<file path="src/rtl/cdma_pkg.sv">
package cdma_pkg;

   localparam int PADDR_W = 44;
   localparam int DESC_W  = 64;
   localparam int EXT_W   = 12;
   localparam int HI_W    = 26;
   localparam int ALIGN_W = 6;

   // field order is fixed by the descriptor layout
   typedef struct packed {
      logic [EXT_W-1:0] ext;
      logic [HI_W-1:0]  buf_hi;
      logic [HI_W-1:0]  stat_hi;
   } cdma_desc_t;

   typedef enum logic [3:0] {
      ST_IDLE,
      ST_POLL,
      ST_PWAIT,
      ST_BRD,
      ST_BCAP,
      ST_MWR,
      ST_MRD,
      ST_MWAIT,
      ST_STAT,
      ST_DONE
   } cdma_state_e;

   function automatic logic [PADDR_W-1:0] stat_paddr(input cdma_desc_t d);
      return {d.ext, d.stat_hi, {ALIGN_W{1'b0}}};
   endfunction

   function automatic logic [PADDR_W-1:0] buf_paddr(input cdma_desc_t d);
      return {d.ext, d.buf_hi, {ALIGN_W{1'b0}}};
   endfunction

endpackage

</file>
<file path="src/rtl/cdma_modcnt.sv">
module cdma_modcnt #(
   parameter int MOD = 4,
   parameter int W   = 2
) (
   input  logic         clk,
   input  logic         rst_n,
   input  logic         inc_i,
   output logic [W-1:0] val_o,
   output logic         last_o
);

   initial begin
      if (MOD < 1) $error("cdma_modcnt: MOD must be at least 1");
      if ((1 << W) < MOD) $error("cdma_modcnt: W too small for MOD");
   end

   logic [W-1:0] cnt_q;

   assign last_o = (cnt_q == W'(MOD - 1));
   assign val_o  = cnt_q;

   always_ff @(posedge clk or negedge rst_n) begin
      if (!rst_n) begin
         cnt_q <= '0;
      end else if (inc_i) begin
         cnt_q <= last_o ? '0 : cnt_q + W'(1);
      end
   end

endmodule

</file>
<file path="src/rtl/cdma_desc_sel.sv">
module cdma_desc_sel
   import cdma_pkg::*;
#(
   parameter int RING_DEPTH = 4,
   parameter int RIDX_W     = 2
) (
   input  logic [RING_DEPTH*DESC_W-1:0] ring_i,
   input  logic [RIDX_W-1:0]            idx_i,
   output logic [PADDR_W-1:0]           stat_addr_o,
   output logic [PADDR_W-1:0]           buf_addr_o
);

   cdma_desc_t cur;

   always_comb begin
      cur = cdma_desc_t'(ring_i[int'(idx_i)*DESC_W +: DESC_W]);
   end

   assign stat_addr_o = stat_paddr(cur);
   assign buf_addr_o  = buf_paddr(cur);

endmodule

</file>
<file path="src/rtl/cdma_channel.sv">
module cdma_channel
   import cdma_pkg::*;
#(
   parameter bit IS_RX      = 1'b1,
   parameter int CONT_WORDS = 1024,
   parameter int RING_DEPTH = 4,
   localparam int WIDX_W    = $clog2(CONT_WORDS),
   localparam int RIDX_W    = (RING_DEPTH > 1) ? $clog2(RING_DEPTH) : 1
) (
   input  logic                         clk,
   input  logic                         rst_n,
   input  logic                         run_i,
   input  logic [RING_DEPTH*64-1:0]     desc_ring_i,
   output logic                         mem_req_o,
   output logic                         mem_we_o,
   output logic [43:0]                  mem_addr_o,
   output logic [31:0]                  mem_wdata_o,
   input  logic                         mem_gnt_i,
   input  logic                         mem_rvalid_i,
   input  logic [31:0]                  mem_rdata_i,
   input  logic [1:0]                   hw_full_i,
   output logic [1:0]                   hw_set_o,
   output logic [1:0]                   hw_clr_o,
   output logic                         buf_slot_o,
   output logic [WIDX_W-1:0]            buf_word_o,
   output logic                         buf_rd_o,
   output logic                         buf_wr_o,
   output logic [31:0]                  buf_wdata_o,
   input  logic [31:0]                  buf_rdata_i,
   output logic                         event_o
);

   initial begin
      if (CONT_WORDS < 2 || (CONT_WORDS & (CONT_WORDS - 1)) != 0)
         $error("cdma_channel: CONT_WORDS must be a power of two, at least 2");
      if (RING_DEPTH < 1)
         $error("cdma_channel: RING_DEPTH must be at least 1");
      if (CONT_WORDS * 4 > (1 << 20))
         $error("cdma_channel: container too large");
   end

   cdma_state_e          state_q, state_d;
   logic [31:0]          data_q;
   logic [WIDX_W-1:0]    word_idx;
   logic                 word_last;
   logic                 word_inc;
   logic [RIDX_W-1:0]    ring_idx;
   logic                 ring_last;
   logic                 slot;
   logic                 slot_last;
   logic                 cont_done;
   logic [PADDR_W-1:0]   stat_addr;
   logic [PADDR_W-1:0]   buf_base;
   logic [PADDR_W-1:0]   word_addr;
   logic                 slot_ready;
   logic                 stat_ok;
   logic [31:0]          stat_new;

   // word, ring and slot position counters
   cdma_modcnt #(.MOD(CONT_WORDS), .W(WIDX_W)) u_word (
      .clk(clk), .rst_n(rst_n), .inc_i(word_inc),
      .val_o(word_idx), .last_o(word_last)
   );

   cdma_modcnt #(.MOD(RING_DEPTH), .W(RIDX_W)) u_ring (
      .clk(clk), .rst_n(rst_n), .inc_i(cont_done),
      .val_o(ring_idx), .last_o(ring_last)
   );

   cdma_modcnt #(.MOD(2), .W(1)) u_slot (
      .clk(clk), .rst_n(rst_n), .inc_i(cont_done),
      .val_o(slot), .last_o(slot_last)
   );

   cdma_desc_sel #(.RING_DEPTH(RING_DEPTH), .RIDX_W(RIDX_W)) u_desc (
      .ring_i(desc_ring_i), .idx_i(ring_idx),
      .stat_addr_o(stat_addr), .buf_addr_o(buf_base)
   );

   assign word_addr = buf_base + PADDR_W'({word_idx, 2'b00});
   assign cont_done = (state_q == ST_DONE);

   // direction-specific readiness, status test and slot flag update
   generate
      if (IS_RX) begin : g_rx
         assign slot_ready = hw_full_i[slot];
         assign stat_ok    = (mem_rdata_i == 32'd0);
         assign stat_new   = 32'd1;
         assign hw_clr_o   = cont_done ? (2'b01 << slot) : 2'b00;
         assign hw_set_o   = 2'b00;
      end else begin : g_tx
         assign slot_ready = !hw_full_i[slot];
         assign stat_ok    = (mem_rdata_i != 32'd0);
         assign stat_new   = 32'd0;
         assign hw_set_o   = cont_done ? (2'b01 << slot) : 2'b00;
         assign hw_clr_o   = 2'b00;
      end
   endgenerate

   always_comb begin
      state_d  = state_q;
      word_inc = 1'b0;
      unique case (state_q)
         ST_IDLE:  if (run_i && slot_ready) state_d = ST_POLL;
         ST_POLL:  if (mem_gnt_i) state_d = ST_PWAIT;
         ST_PWAIT: begin
            if (mem_rvalid_i) begin
               if (!stat_ok)   state_d = ST_IDLE;
               else if (IS_RX) state_d = ST_BRD;
               else            state_d = ST_MRD;
            end
         end
         ST_BRD:   state_d = ST_BCAP;
         ST_BCAP:  state_d = ST_MWR;
         ST_MWR: begin
            if (mem_gnt_i) begin
               word_inc = 1'b1;
               state_d  = word_last ? ST_STAT : ST_BRD;
            end
         end
         ST_MRD:   if (mem_gnt_i) state_d = ST_MWAIT;
         ST_MWAIT: begin
            if (mem_rvalid_i) begin
               word_inc = 1'b1;
               state_d  = word_last ? ST_STAT : ST_MRD;
            end
         end
         ST_STAT:  if (mem_gnt_i) state_d = ST_DONE;
         ST_DONE:  state_d = ST_IDLE;
         default:  state_d = ST_IDLE;
      endcase
   end

   always_ff @(posedge clk or negedge rst_n) begin
      if (!rst_n) begin
         state_q <= ST_IDLE;
         data_q  <= '0;
      end else begin
         state_q <= state_d;
         if (state_q == ST_BCAP) data_q <= buf_rdata_i;
      end
   end

   always_comb begin
      mem_req_o  = 1'b0;
      mem_we_o   = 1'b0;
      mem_addr_o = stat_addr;
      case (state_q)
         ST_POLL: mem_req_o = 1'b1;
         ST_STAT: begin
            mem_req_o = 1'b1;
            mem_we_o  = 1'b1;
         end
         ST_MWR: begin
            mem_req_o  = 1'b1;
            mem_we_o   = 1'b1;
            mem_addr_o = word_addr;
         end
         ST_MRD: begin
            mem_req_o  = 1'b1;
            mem_addr_o = word_addr;
         end
         default: ;
      endcase
   end

   assign mem_wdata_o = (state_q == ST_STAT) ? stat_new : data_q;
   assign buf_slot_o  = slot;
   assign buf_word_o  = word_idx;
   assign buf_rd_o    = (state_q == ST_BRD);
   assign buf_wr_o    = (state_q == ST_MWAIT) && mem_rvalid_i;
   assign buf_wdata_o = mem_rdata_i;
   assign event_o     = cont_done;

endmodule

</file>
<file path="config.mk">
export PLATFORM = sky130hd
export DESIGN_NAME = cdma_channel
export DESIGN_NICKNAME = d
export VERILOG_FILES = /design/src/rtl/cdma_pkg.sv /design/src/rtl/cdma_modcnt.sv /design/src/rtl/cdma_desc_sel.sv /design/src/rtl/cdma_channel.sv
export SDC_FILE = /design/constraint.sdc
export NUM_CORES = 1
export LEC_CHECK = 0
export BUFFER_PORTS_ARGS = -buffer_cell sky130_fd_sc_hd__buf_4
export CORE_AREA = 8 8 171 173
export CTS_CLUSTER_DIAMETER = 40
export DETAILED_ROUTE_END_ITERATION = 16
export DIE_AREA = 0 0 179 181
export PLACE_DENSITY = 0.62
export SLEW_MARGIN = 5
export SYNTH_ARGS = -nofsm -noshare
export SYNTH_HDL_FRONTEND = slang
export SYNTH_SLANG_ARGS = --single-unit
</file>
<file path="constraint.sdc">
create_clock -name clk -period 4.55 [get_ports clk]
set_clock_uncertainty 0.1 [all_clocks]
set_input_delay 0.455 -clock clk [delete_from_list [all_inputs] [get_ports clk]]
set_output_delay 0.455 -clock clk [all_outputs]
set_load 0.01 [all_outputs]
</file>
==> metrics.txt <==
# TYPE chip_impl_metric gauge
chip_impl_metric{name="sw_frac_of_total",unit="%"} 39.6
chip_impl_metric{name="dp_hpwl",unit="mm"} 23.5
chip_impl_metric{name="pwr_total",unit="mW"} 3.61
chip_impl_metric{name="holdBufCountCts",unit=""} 0
chip_impl_metric{name="synth-seq-cells",unit=""} 49
chip_impl_metric{name="detailed_place.area",unit="mm2"} 0.00899
chip_impl_metric{name="synth-async-reset-ratio",unit="%"} 100
chip_impl_metric{name="clk_transition_reported_paths",unit="ps"} 70
chip_impl_metric{name="grt_max_degree",unit=""} 57
chip_impl_metric{name="p_clk_share",unit="%"} 11.8
chip_impl_metric{name="p_sw",unit="mW"} 1.43
chip_impl_metric{name="critPathArrivalTime",unit="ps"} 3680
chip_impl_metric{name="via_per_inst",unit=""} 4.63
chip_impl_metric{name="global_router_s_overall_resource_usage",unit="%"} 15.6
chip_impl_metric{name="via_count",unit=""} 5887
chip_impl_metric{name="worst-slew-pin-transition",unit="ps"} 968
chip_impl_info{name="root_buffer",value="clkbuf_16"} 1
chip_impl_metric{name="placement_rows",unit=""} 60
chip_impl_metric{name="finalHoldWorstSlack",unit="ps"} 96.1
chip_impl_metric{name="fin_crit_sh",unit="%"} 93.0
chip_impl_metric{name="nets",unit=""} 1265
chip_impl_metric{name="fmaxAchievable",unit="MHz"} 236
chip_impl_metric{name="pre_cts_ws",unit="ps"} 411
chip_impl_metric{name="drtIter0Drc",unit=""} 386
chip_impl_metric{name="worstPathMaxFanout",unit=""} 12
chip_impl_metric{name="clock_insertion_delay_worst_skew",unit="ps"} 290
chip_impl_metric{name="power.density_cell_area",unit="mW/mm2"} 394
chip_impl_metric{name="power.share.sequential",unit="%"} 20.8
chip_impl_metric{name="numPortBuffers",unit=""} 450
chip_impl_metric{name="power.leakage",unit="nW"} 4.19
chip_impl_metric{name="drc",unit=""} 0
chip_impl_info{name="setup.worst_path.end_class",value="primary output"} 1
chip_impl_metric{name="post_route_cells_drive_above_1_share",unit="%"} 62.0
chip_impl_metric{name="antenna_violating_nets_post_route",unit=""} 0
chip_impl_metric{name="timing.max_cap.violations",unit=""} 0
chip_impl_metric{name="synthesis.area_per_instance",unit="um2"} 10.4
chip_impl_metric{name="ys_seq_area_share",unit="%"} 22.3
chip_impl_metric{name="detail_route.wirelength",unit="mm"} 27.1
chip_impl_metric{name="postSynthCellCount",unit=""} 530
chip_impl_metric{name="first_global_vias",unit=""} 6293
chip_impl_metric{name="floorplan.core_area",unit="mm2"} 0.0265
chip_impl_metric{name="power_report.internal_total",unit="mW"} 2.18
chip_impl_metric{name="die_width",unit="um"} 179
chip_impl_metric{name="synthesis.yosys.warnings",unit=""} 0
chip_impl_metric{name="slew_viol_final",unit=""} 0
chip_impl_info{name="type_of_the_worst_min_delay_path",value="in -> async"} 1
chip_impl_metric{name="setup_viol",unit=""} 0
chip_impl_metric{name="clock_tree.htree_level_count",unit=""} 2
chip_impl_metric{name="average_detailed_routed_wire_length_per_instance",unit="um"} 21.3
chip_impl_metric{name="tritoncts_num_sinks",unit=""} 49
chip_impl_metric{name="grt_pass1_wl",unit="mm"} 38.9
chip_impl_info{name="worstSetupStartpointType",value="flop"} 1
chip_impl_metric{name="area_delta_synth_final",unit="%"} 67.1
chip_impl_metric{name="gp_routability_congestion",unit=""} 0.836
chip_impl_metric{name="globalRouteOverflowTotal",unit=""} 0
chip_impl_info{name="synthFlopType",value="dfrtp_1"} 1
chip_impl_info{name="cts_tree",value="built"} 1
chip_impl_metric{name="count_of_different_cell_masters_after_synthesis",unit=""} 49
chip_impl_metric{name="timing.max_slew.rel_slack",unit="%"} 34.8
chip_impl_metric{name="initial_antenna_violation_count",unit=""} 1
chip_impl_metric{name="p_comb_share",unit="%"} 67.4
chip_impl_metric{name="setup_tns_after_final_layout",unit="ps"} 0
chip_impl_info{name="final_common_cell",value="buf_4"} 1
chip_impl_metric{name="synth_edf_count",unit=""} 0
chip_impl_metric{name="start_util",unit="%"} 20.7
chip_impl_info{name="run_status",value="finished clean"} 1
chip_impl_metric{name="nFillCells",unit=""} 2736
chip_impl_metric{name="worst-endpoint-required",unit="ps"} 3990
chip_impl_metric{name="synthesis.area",unit="mm2"} 0.00549
chip_impl_metric{name="diodes",unit=""} 0
chip_impl_metric{name="cts_made_buffers",unit=""} 5
chip_impl_metric{name="die_height",unit="um"} 181
chip_impl_metric{name="die_area",unit="mm2"} 0.0324
chip_impl_metric{name="ir_drop",unit="mV"} 0.224
chip_impl_info{name="worst_path_class_setup",value="reg -> out"} 1
chip_impl_info{name="most_frequent_cells_in_the_layout",value="buf_4 (455), mux4_2 (57), dfrtp_1 (47)"} 1
chip_impl_info{name="rsz_0062_raised_after_global_routing",value="no"} 1
chip_impl_metric{name="drt-pass1-iter-count",unit=""} 5
chip_impl_metric{name="post-cts-setup-buffer-count",unit=""} 0
chip_impl_metric{name="clockBufferDepth",unit=""} 2
chip_impl_metric{name="finalWorstSetupSlack",unit="ps"} 318
chip_impl_metric{name="design_area",unit="mm2"} 0.00918
chip_impl_metric{name="ios",unit=""} 455
chip_impl_metric{name="timing_hold_violations_final",unit=""} 0
chip_impl_metric{name="finalWorstPathRequiredPeriod",unit="ps"} 4230
==> repair_timing <==
item	CTS	global route
endpoints found under the setup margin	0	9
gates resized for setup	0	2
hold endpoints to repair	0	0
==> cells by family (layout without fill, tap and decap cells) <==
kind of cell	Yosys count	after routing	share of synthesized area [%]
other cells	1	4	0.0683
fa+ha+maj	9	9	2.19
buf+inv	77	474	8.41
xor+xnor	47	47	7.50
simple gates	191	191	19.3
compound gates	53	53	5.52
flops	49	49	22.3
mux	103	103	34.7
==> synth_stat cells (7+ instances only) <==
cell type | instances | share of area (%)
mux2_2 | 38 | 7.8
and2_1 | 7 | 0.80
nand3_1 | 17 | 1.5
mux4_1 | 7 | 3.4
nor2_1 | 20 | 1.4
nor4_1 | 13 | 1.5
nor2b_1 | 37 | 4.2
inv_1 | 8 | 0.55
mux4_2 | 57 | 23
buf_4 | 36 | 4.9
o21ai_0 | 28 | 2.6
nor3_1 | 7 | 0.64
xnor2_1 | 27 | 4.3
a21oi_1 | 11 | 1.0
xor2_1 | 20 | 3.2
nand4_1 | 10 | 1.1
dfrtp_1 | 49 | 22
clkbuf_1 | 21 | 1.4
nand2_1 | 44 | 3.0
ha_1 | 8 | 1.8
==> state kept, by name (all words and copies together), names as in the netlist <==
| register | count |
|---|---|
| u_word.val_o | 10 |
| data_q | 32 |
| u_slot.last_o | 1 |
| state_q | 4 |
| u_ring.val_o | 2 |
==> cell type report <==
class | instances | area (um2) | area share (%)
inverters | 8 | 30.0 | 0.327
multi-input cells | 407 | 3850 | 41.9
flip-flops and latches | 49 | 1230 | 13.4
well taps | 341 | 427 | 4.65
clock buffers | 6 | 129 | 1.40
repair buffers | 458 | 3480 | 37.9
clock inverters | 2 | 35.0 | 0.382
==> power by group through the flow <==
| stage | clock (mW) | combinational, mW | sequential (mW) |
|---|---|---|---|
| after floorplan | 0 | 1.37 | 0.711 |
| after global placement | 0 | 2.46 | 0.752 |
| after detailed placement | 0 | 2.47 | 0.761 |
| after CTS | 0.440 | 2.48 | 0.753 |
| after global routing | 0.457 | 2.64 | 0.783 |
| final | 0.428 | 2.44 | 0.750 |
==> worst max-delay path, stage by stage (launching register included) <==
cell,delay [ps]
dfrtp_4,580
mux4_2,550
ha_1,410
nand3_1,130
o21ai_0,780
nand4b_1,350
xnor2_1,270
o21ai_0,100
buf_4,190
==> through the flow <==
step                      std cells  util (%)
final                          1271      34.6
after global routing           1271      34.6
after CTS                      1271      34.6
after detailed placement       1263      33.9
after global placement         1263      33.9
after floorplan                 533         -
==> worst paths after layout <==
| kind | from | slack, ps | to | cells past startpoint |
|---|---|---|---|---|
| min reg2reg | data_q[5] | 400 | data_q[5] | 1 |
| min | rst_n | 100 | data_q[8] | 1 |
| max | u_ring.val_o[0] | 320 | mem_addr_o[29] | 8 |
| min in group clk | buf_rdata_i[29] | 290 | data_q[29] | 2 |
| max reg2reg | state_q[2] | 1660 | data_q[28] | 5 |
| max in group asynchronous | rst_n | 3740 | u_ring.val_o[0] | 1 |
==> metal layers <==
| metal | part of all wire [%] | up-vias | wire [um] | track usage (%) |
|---|---|---|---|---|
| met5 | 0.048 | - | 13 | 0 |
| met4 | 1.2 | 2 | 323 | 2.55 |
| met3 | 8.3 | 19 | 2240 | 3.65 |
| met2 | 49 | 266 | 13400 | 26.3 |
| met1 | 41 | 2852 | 11100 | 20.1 |
| li1 | - | 2748 | - | - |
No activity file was read; power rests on OpenSTA's default activity.
